**src/rtl/vlc_pkg.sv**
```systemverilog
package vlc_pkg;

    localparam int LEN_W = 6;

    typedef struct packed {
        logic [3:0]       rsvd;
        logic [1:0]       sub_dst_off;
        logic [1:0]       grp_code;
        logic [LEN_W-1:0] dst_off;
        logic [LEN_W-1:0] src_off;
        logic [LEN_W-1:0] cur_code;
        logic [LEN_W-1:0] max_code;
    } vstate_t;

    typedef enum logic [2:0] {
        SEL_WORD   = 3'd0,
        SEL_MAXLEN = 3'd1,
        SEL_CURLEN = 3'd2,
        SEL_GRPSZ  = 3'd3,
        SEL_SAVED  = 3'd4
    } csr_sel_e;

    // Clamp a requested length into 1..hi.
    function automatic logic [LEN_W:0] clamp_len(logic [31:0] req, logic [LEN_W:0] hi);
        if (req == 32'd0)
            return (LEN_W+1)'(1);
        else if (req > {{(31-LEN_W){1'b0}}, hi})
            return hi;
        else
            return req[LEN_W:0];
    endfunction

    // Clean a raw word: reserved zero, max within limit, cur within max.
    function automatic vstate_t sanitize(logic [31:0] raw, logic [LEN_W:0] lim);
        vstate_t s;
        s      = vstate_t'(raw);
        s.rsvd = 4'd0;
        if ({1'b0, s.max_code} > lim - 1'b1)
            s.max_code = LEN_W'(lim - 1'b1);
        if (s.cur_code > s.max_code)
            s.cur_code = s.max_code;
        return s;
    endfunction

    function automatic vstate_t reset_state(logic [LEN_W:0] lim);
        vstate_t s;
        s          = '0;
        s.max_code = LEN_W'(lim - 1'b1);
        return s;
    endfunction

endpackage

```
**src/rtl/vlc_setlen.sv**
```systemverilog
module vlc_setlen
    import vlc_pkg::*;
(
    input  logic [LEN_W-1:0] max_code,
    input  logic [31:0]      req_len,
    output logic [LEN_W:0]   grant
);
    logic [LEN_W:0] max_len;

    always_comb begin
        max_len = {1'b0, max_code} + 1'b1;
        grant   = clamp_len(req_len, max_len);
    end
endmodule

```
**src/rtl/vlc_save_bank.sv**
```systemverilog
module vlc_save_bank
    import vlc_pkg::*;
#(
    parameter int XLEN = 64,
    parameter int NLVL = 4,
    localparam int LVL_W = $clog2(NLVL)
) (
    input  logic             clk,
    input  logic             rst,
    input  logic             wr_en,
    input  logic [LVL_W-1:0] wr_lvl,
    input  vstate_t          wr_word,
    input  logic             swap_en,
    input  logic [LVL_W-1:0] swap_lvl,
    input  vstate_t          live_word,
    input  logic [LVL_W-1:0] rd_lvl,
    output vstate_t          rd_word,
    output vstate_t          swap_word
);
    localparam logic [LEN_W:0] LIM = (LEN_W+1)'(XLEN);

    vstate_t saved_q [NLVL];

    for (genvar k = 0; k < NLVL; k++) begin : g_lvl
        always_ff @(posedge clk) begin
            if (rst)
                saved_q[k] <= reset_state(LIM);
            else if (swap_en && swap_lvl == LVL_W'(k))
                saved_q[k] <= live_word;
            else if (wr_en && wr_lvl == LVL_W'(k))
                saved_q[k] <= wr_word;
        end
    end

    always_comb begin
        rd_word   = saved_q[rd_lvl];
        swap_word = saved_q[swap_lvl];
    end
endmodule

```
**src/rtl/vlc_next_state.sv**
```systemverilog
module vlc_next_state
    import vlc_pkg::*;
#(
    parameter int XLEN = 64
) (
    input  vstate_t        live,
    input  vstate_t        swap_word,
    input  logic           swap_en,
    input  logic           set_req,
    input  logic [LEN_W:0] set_grant,
    input  logic           wr_en,
    input  logic [2:0]     wr_sel,
    input  logic [31:0]    wr_data,
    output vstate_t        nxt,
    output logic           illegal,
    output logic           lost,
    output logic           sv_we,
    output vstate_t        sv_word
);
    localparam logic [LEN_W:0] LIM = (LEN_W+1)'(XLEN);

    logic           grp_ok;
    logic [LEN_W:0] new_max;
    logic [LEN_W:0] new_cur;

    always_comb begin
        nxt     = live;
        illegal = 1'b0;
        lost    = 1'b0;
        sv_we   = 1'b0;
        sv_word = sanitize(wr_data, LIM);
        grp_ok  = (wr_data >= 32'd1) && (wr_data <= 32'd4);
        new_max = clamp_len(wr_data, LIM);
        new_cur = clamp_len(wr_data, {1'b0, live.max_code} + 1'b1);

        if (wr_en && wr_sel == SEL_GRPSZ && !grp_ok)
            illegal = 1'b1;

        if (swap_en) begin
            nxt  = swap_word;
            lost = wr_en;
        end else if (set_req) begin
            nxt.cur_code = LEN_W'(set_grant - 1'b1);
            lost         = wr_en;
        end else if (wr_en) begin
            case (wr_sel)
                SEL_WORD:   nxt = sv_word;
                SEL_MAXLEN: begin
                    nxt.max_code = LEN_W'(new_max - 1'b1);
                    if (live.cur_code > nxt.max_code)
                        nxt.cur_code = nxt.max_code;
                end
                SEL_CURLEN: nxt.cur_code = LEN_W'(new_cur - 1'b1);
                SEL_GRPSZ:  if (grp_ok) nxt.grp_code = 2'(wr_data[1:0] - 2'd1);
                SEL_SAVED:  sv_we = 1'b1;
                default:    nxt = live;
            endcase
        end
    end
endmodule

```
**src/rtl/vlc_read_mux.sv**
```systemverilog
module vlc_read_mux
    import vlc_pkg::*;
(
    input  logic [2:0]  rd_sel,
    input  vstate_t     live,
    input  vstate_t     saved,
    output logic [31:0] rd_data
);
    always_comb begin
        case (rd_sel)
            SEL_WORD:   rd_data = live;
            SEL_MAXLEN: rd_data = 32'({1'b0, live.max_code} + 1'b1);
            SEL_CURLEN: rd_data = 32'({1'b0, live.cur_code} + 1'b1);
            SEL_GRPSZ:  rd_data = 32'({1'b0, live.grp_code} + 1'b1);
            SEL_SAVED:  rd_data = saved;
            default:    rd_data = 32'd0;
        endcase
    end
endmodule

```
**src/rtl/vlen_ctrl_regs.sv**
```systemverilog
module vlen_ctrl_regs
    import vlc_pkg::*;
#(
    parameter int XLEN = 64,
    parameter int NLVL = 4,
    localparam int LVL_W = $clog2(NLVL)
) (
    input  logic             clk,
    input  logic             rst,
    input  logic             csr_wr_en,
    input  logic [2:0]       csr_wr_sel,
    input  logic [31:0]      csr_wr_data,
    input  logic [LVL_W-1:0] csr_lvl,
    input  logic [2:0]       csr_rd_sel,
    output logic [31:0]      csr_rd_data,
    input  logic             vl_set_req,
    input  logic [31:0]      vl_set_len,
    output logic [6:0]       vl_set_grant,
    input  logic             priv_swap,
    input  logic [LVL_W-1:0] priv_swap_lvl,
    output logic             grp_illegal,
    output logic             wr_dropped
);
    localparam logic [LEN_W:0] LIM = (LEN_W+1)'(XLEN);

    vstate_t        live_q;
    vstate_t        live_d;
    vstate_t        swap_word;
    vstate_t        saved_rd;
    vstate_t        sv_word;
    logic           sv_we;
    logic [LEN_W:0] grant;

    vlc_setlen u_setlen (
        .max_code (live_q.max_code),
        .req_len  (vl_set_len),
        .grant    (grant)
    );

    vlc_next_state #(.XLEN(XLEN)) u_next (
        .live      (live_q),
        .swap_word (swap_word),
        .swap_en   (priv_swap),
        .set_req   (vl_set_req),
        .set_grant (grant),
        .wr_en     (csr_wr_en),
        .wr_sel    (csr_wr_sel),
        .wr_data   (csr_wr_data),
        .nxt       (live_d),
        .illegal   (grp_illegal),
        .lost      (wr_dropped),
        .sv_we     (sv_we),
        .sv_word   (sv_word)
    );

    vlc_save_bank #(.XLEN(XLEN), .NLVL(NLVL)) u_bank (
        .clk       (clk),
        .rst       (rst),
        .wr_en     (sv_we),
        .wr_lvl    (csr_lvl),
        .wr_word   (sv_word),
        .swap_en   (priv_swap),
        .swap_lvl  (priv_swap_lvl),
        .live_word (live_q),
        .rd_lvl    (csr_lvl),
        .rd_word   (saved_rd),
        .swap_word (swap_word)
    );

    vlc_read_mux u_rd (
        .rd_sel  (csr_rd_sel),
        .live    (live_q),
        .saved   (saved_rd),
        .rd_data (csr_rd_data)
    );

    always_ff @(posedge clk) begin
        if (rst)
            live_q <= reset_state(LIM);
        else
            live_q <= live_d;
    end

    assign vl_set_grant = 7'(grant);
endmodule

```
**config.mk**
```make
export PLATFORM = sky130hd
export DESIGN_NAME = vlen_ctrl_regs
export DESIGN_NICKNAME = d
export VERILOG_FILES = /design/src/rtl/vlc_pkg.sv /design/src/rtl/vlc_setlen.sv /design/src/rtl/vlc_save_bank.sv /design/src/rtl/vlc_next_state.sv /design/src/rtl/vlc_read_mux.sv /design/src/rtl/vlen_ctrl_regs.sv
export SDC_FILE = /design/constraint.sdc
export NUM_CORES = 1
export LEC_CHECK = 0
export BUFFER_PORTS_ARGS = -buffer_cell sky130_fd_sc_hd__buf_2
export CAP_MARGIN = 40
export CORE_UTILIZATION = 30
export DETAILED_ROUTE_END_ITERATION = 7
export PLACE_DENSITY = 0.43
export SLEW_MARGIN = 20
export SYNTH_ARGS = -nofsm -noshare
export SYNTH_HDL_FRONTEND = slang
export SYNTH_HIERARCHICAL = 1
export SYNTH_SLANG_ARGS = --single-unit
```
**constraint.sdc**
```tcl
create_clock -name clk -period 9.1 [get_ports clk]
set_input_delay 0.455 -clock clk [delete_from_list [all_inputs] [get_ports clk]]
set_output_delay 0.455 -clock clk [all_outputs]
set_load 0.02 [all_outputs]
```
==> results of run 1 <==
power breakdown:
group          switching, mW  internal [mW]
combinational          0.216          0.135
clock                  0.326          0.395
sequential            0.0289          0.822
total                  0.572           1.35
layer usage:
metal  vias to the layer above  global-route usage  wire length, µm
li1                       4268                   -                -
met1                      4654               0.285            18400
met2                       338               0.345            19600
met3                        57              0.0329             2110
met4                         0              0.0755             1120
met5                         -                   0                0
worst reg2reg max path: stages, from the launching register on:
cell,delay (ns)
dfxtp_1,0.69
nand3_1,0.21
nor2_1,0.17
xnor2_1,0.17
ha_1,0.29
a21o_1,0.22
a211oi_4,0.29
nand3_2,0.17
a31oi_4,0.26
a2bb2oi_2,0.39
inv_1,0.09
ha_1,0.23
nor3b_1,0.15
xor2_1,0.39
nor2_1,0.11
o31ai_1,0.38
nand2_1,0.09
a311o_1,0.28
o211ai_1,0.09
nor2b_1,0.14
state kept, by name, summed over array words and instances, names as in the netlist:
signal and cells:
u_bank/saved_q 128, live_q 32
stage by stage:
stage                     hold WS, ns  cells  setup slack, ns
final                           0.383   1640             4.24
after detailed placement        0.608   1605             3.81
after CTS                       0.358   1637             4.22
after floorplan                 0.527   1051             4.74
after global placement          0.607   1600             3.76
after global routing            0.374   1640             3.75
cell type report:
type	count	area [µm²]
multi-input combinational	768	6570
clock buffer	19	453
tap	511	639
inverter	24	90.1
sequential	160	4480
fill	3814	24700
timing repair buffer	145	851
clock inverter	13	126
Yosys cell counts, types with 5 or more instances:
library cell  number  share of area
or2_1              6         0.0032
nand2_1           68          0.022
o21a_1             5         0.0032
o2bb2ai_1          6         0.0045
o31ai_1            9         0.0058
and3_1             7         0.0038
buf_6              9         0.0087
buf_2             27          0.012
buf_4             26          0.017
mux2_2             6         0.0058
a21oi_1           26          0.011
mux4_2            64           0.12
clkbuf_1          27         0.0087
xor2_1             8         0.0060
nor2b_1           58          0.031
inv_1             24         0.0077
mux2i_1           53          0.045
o22a_1            12         0.0090
ha_1              35          0.038
edfxtp_1         128           0.33
or2_2              5         0.0027
or3_1              8         0.0043
and2_1             9         0.0048
o32a_1            13          0.011
a22o_1           104          0.078
nor2_1            57          0.018
o211ai_1           6         0.0039
xnor2_1            9         0.0068
dfxtp_1           32          0.055
a31oi_1            7         0.0038
buf_1             10         0.0032
nor3_1             6         0.0026
o21ai_0           43          0.018
nand4_1            6         0.0032
nand3_1           33          0.014
nor4_1            17         0.0091
a211oi_1           6         0.0039
how the worst max path moves through the flow:
stage | depth (start not counted) | slack [ns] | endpoint
final | 19 | 4.24 | live_q[10]
after CTS | 19 | 4.22 | live_q[10]
after global routing | 19 | 3.75 | live_q[10]
after detailed placement | 20 | 3.81 | live_q[8]
after floorplan | 19 | 4.74 | live_q[8]
after global placement | 19 | 3.76 | live_q[8]
kinds of logic after synthesis:
group / count (synthesis) / share of synthesized area
xor+xnor: 17 / 0.0128
other cells: 1 / 0.000322
fa+ha+maj: 35 / 0.0375
compound gates: 274 / 0.185
simple gates: 312 / 0.143
flops: 160 / 0.385
buf+inv: 123 / 0.0566
mux: 126 / 0.179
==> results.toml, run 1 <==
[critical_path]
path_buf_inv = 1
regToRegEndpoint = "live_q[10]"
path_max_fanout = 13
cp_cell_sequence = "nand3_1, nor2_1, xnor2_1, ha_1, a21o_1, a211oi_4, nand3_2, a31oi_4, a2bb2oi_2, inv_1, ha_1, nor3b_1, xor2_1, nor2_1, o31ai_1, nand2_1, a311o_1, o211ai_1, nor2b_1"
start_kind = "flop"
worstSetupStartpoint = "live_q[1]"
critPathKind = "flop to flop"
worst-r2r-cell-count = 19
slowest_stage = "dfxtp_1"
cp-end-kind = "flop"
path_delay_family = "compound AO/OA/AOI/OAI gates"
worstPathArrival_ns = 5.24
cpPeakStageDelay_ns = 0.69
worstPathRequired_ns = 9.48
r2r_slack_ns = 4.24
reg2reg_from = "live_q[1]"

[final_layout]
stdcell_area_um2 = 13200
drive_gt1_frac = 0.247
n_antenna_cell = 0
nNetsFinal = 1230
final_cell_mix = "edfxtp_1 (128), buf_2 (120), a22o_1 (104)"
post-route-util = 0.348
synthToLayoutAreaGrowth_pct = 13.3
final_common_cell = "edfxtp_1"

[clock_tree]
cts_buffers = 17
cts_tree = "built"
post_cts.repair.setup_buffers = 0
cts_root_buf = "clkbuf_16"
clock_sinks = 160
clkSlewWorstSetupHoldPaths_ns = 0.07
cts_max_level = 4
cts_hold_buf = 0
cts_resized = 0
clk_path_buf_depth = 2
clkLatencyLatePin_ns = 0.44

[floorplan]
initial_core_util = 0.307
io_pins = 120
num_rows = 71
die_h_um = 199
dieWidth_um = 199
coreArea_um2 = 37900
dieArea_um2 = 39700

[timing]
slew_headroom = 0.437
min_period_over_period = 0.534
skew_ns = 0.00815
tns_ns = 0
slew_violations = 0
hold_viol_final = 0
worst_pin_slew_ns = 0.841
period_needed_ns = 4.86
rsz0062_at_grt = "false"
setup_viol = 0
max_freq_mhz = 206

[yosys]
yosysWarnings = 6
synth_flop_cell = "edfxtp_1"
ys_seq_area_frac = 0.385
syn-cell-area_um2 = 11700
synth_edf_count = 128
async_flop_share = 0
synth_area_per_cell_um2 = 11.1
synth_cell_types = 81
synth-seq-cells = 160
syn_inst = 1048

[global_routing]
grt.total_usage = 0.212
grt_pass1_wl_um = 60900
antenna_found_initial = 0
grt_pass1_vias = 9244
grt_max_degree = 51
grt.overflow.total = 0

[route]
wl_per_cell_um = 25.2
first_iter_violations = 680
via_count = 9317
remaining_drc_errors = 0
antenna_left = 0
post_drt_via_cell_ratio = 5.68
drt_wl_total_um = 41300
drt_pass1_iterations = 5

[power_and_ir_drop]
ir_drop_uv = 93.8
powerDensity_nw_per_um2 = 146
power.total_mw = 1.92
p_leak_nw = 4.94

[worst_hold_path]
hold_path.class = "primary input to flop"
whs_path_depth = 2
worstHoldStart = "csr_wr_data[22]"
min_to = "u_bank/saved_q[1][22]"

[placed_design]
gp_congestion = 0.893
hpwl_um = 26500
place_area_um2 = 12600
portBuffers = 119

[run_status]
status = "finished, final reports clean"

[flow_run]
maxCapViolCount = 0
Power figures use the tool's default switching activity.
==> run 2, diff against run 1 <==
==> constraint.sdc (replaced) <==
create_clock -name clk -period 4.5 [get_ports clk]
set_input_delay 0.225 -clock clk [delete_from_list [all_inputs] [get_ports clk]]
set_output_delay 0.225 -clock clk [all_outputs]
set_load 0.02 [all_outputs]
==> run 2 against run 1 <==
Maximum frequency rose by 13%. Via count rose by 2.5%. Utilization rose by 0.70 points. Largest power group unchanged. Highest routed layer unchanged.
==> results.toml, run 2 (synthesis results as in run 1) <==
[final_layout]
n_antenna_cell = 0
final_cell_mix = "edfxtp_1 (128), buf_2 (119), a22o_1 (104)"
largest_register_ff_count = 128
multi_input_area_um2 = 6600
seq_area_um2 = 4490
drive_gt1_frac = 0.265
n_fill_cell = 3823
synthToLayoutAreaGrowth_pct = 15.6
nNetsFinal = 1260
reg_top3 = "u_bank/saved_q (128), live_q (32)"
final_cells = 1670
largest_register = "u_bank/saved_q"
final_common_cell = "edfxtp_1"

[critical_path]
worstPathRequired_ns = 4.88
path_max_fanout = 5
cp-end-kind = "flop"
critPathKind = "flop to flop"
worstPathArrival_ns = 4.68
start_kind = "flop"

[flow_run]
maxCapViolCount = 0

[floorplan]
io_pins = 120
dieArea_um2 = 39700
die_h_um = 199
dieWidth_um = 199
num_rows = 71
coreArea_um2 = 37900
initial_core_util = 0.307

[timing]
min_period_over_period = 0.957
tns_ns = 0
hold_viol_final = 0
max_freq_mhz = 232
slew_violations = 0
worst_pin_slew_ns = 0.829
skew_ns = 0.0117
slew_headroom = 0.442
setup_viol = 0
period_needed_ns = 4.31

[placed_design]
dp_cells = 1633
hpwl_um = 28300
portBuffers = 119
gp_congestion = 0.913

[clock_tree]
cts_root_buf = "clkbuf_16"
cts_tree = "built"
clk_path_buf_depth = 2
clkSlewWorstSetupHoldPaths_ns = 0.07
cts_buffers = 17
cts_max_level = 4
clkLatencyLatePin_ns = 0.44
cts_hold_buf = 0
clock_sinks = 160

[power_and_ir_drop]
ir_drop_uv = 232
p_leak_nw = 5.11
powerDensity_nw_per_um2 = 292

[global_routing]
grt_pass1_wl_um = 62000
grt.total_usage = 0.216
antenna_found_initial = 0
grt_max_degree = 58
grt_pass1_vias = 9424
grt.overflow.total = 0

[route]
drt_pass1_iterations = 5
antenna_left = 0
post_drt_via_cell_ratio = 5.72
drt_wl_total_um = 42400
first_iter_violations = 841
remaining_drc_errors = 0
wl_per_cell_um = 25.4
via_count = 9547

[run_status]
status = "finished, final reports clean"

[worst_hold_path]
hold_path.class = "primary input to flop"
## run 2: cell type report
type	count	area share
Inverter	24	0.00668
Clock inverter	10	0.0103
Clock buffer	22	0.0329
Timing Repair Buffer	175	0.0807
Multi-Input combinational cell	768	0.489
Sequential cell	160	0.333
Tap cell	511	0.0474
## run 2: stage by stage
stage	power [mW]	area [µm²]	utilization	hold WS, ns	setup slack [ns]
finish	3.94	13500	0.355	0.164	0.193
detailed placement	2.48	12800	0.338	0.605	-0.0496
global placement	2.47	12700	0.336	0.605	0.0433
floorplan	2.20	11700	-	0.297	0.238
CTS	3.96	13400	0.353	0.150	0.163
global route	4.09	13500	0.355	0.165	-0.0211
## run 2: path summary, 6_finish.rpt
path              slack (ns)       startpoint               endpoint  cells past startpoint
setup / recovery        0.19        live_q[0]             live_q[10]                     20
hold / removal          0.16  csr_wr_data[20]  u_bank/saved_q[1][20]                      2
setup reg to reg        0.19        live_q[0]             live_q[10]                     20
hold reg to reg         0.64       live_q[13]  u_bank/saved_q[1][13]                      1
## run 2: timing repair
action                                  in CTS  in global routing
setup buffers                                0                  3
endpoints found under the hold margin        0                  0
resized for setup                            0                  7
endpoints found under the setup margin       0                  2
## run 2: worst max-delay path, cell delays in order, from the launching register on
cell and delay [ns]:
dfxtp_2 0.36, nand3_1 0.13, nor2_1 0.19, xnor2_2 0.15, ha_1 0.27, a21o_1 0.21, a211oi_4 0.28, nand3_2 0.17
a31oi_4 0.28, buf_4 0.15, a2bb2oi_2 0.17, inv_1 0.06, ha_1 0.22, nor3b_1 0.15, xor2_1 0.36, nor2_1 0.10
o31ai_2 0.33, nand2_1 0.09, a311o_1 0.29, o211ai_1 0.10, nor2b_1 0.14
## run 2: routing by layer
metal	track usage	up-vias	part of all wire	routed length, µm
met5	0	-	0	0
met4	0.0632	0	0.022	934
met3	0.0278	45	0.048	2040
met2	0.347	295	0.47	19700
met1	0.302	4888	0.46	19700
li1	-	4319	-	-
## run 2: where the power goes
group	internal [mW]	total, mW	switching (mW)
Combinational	0.288	0.735	0.447
Clock	0.873	1.49	0.613
Sequential	1.66	1.72	0.0573
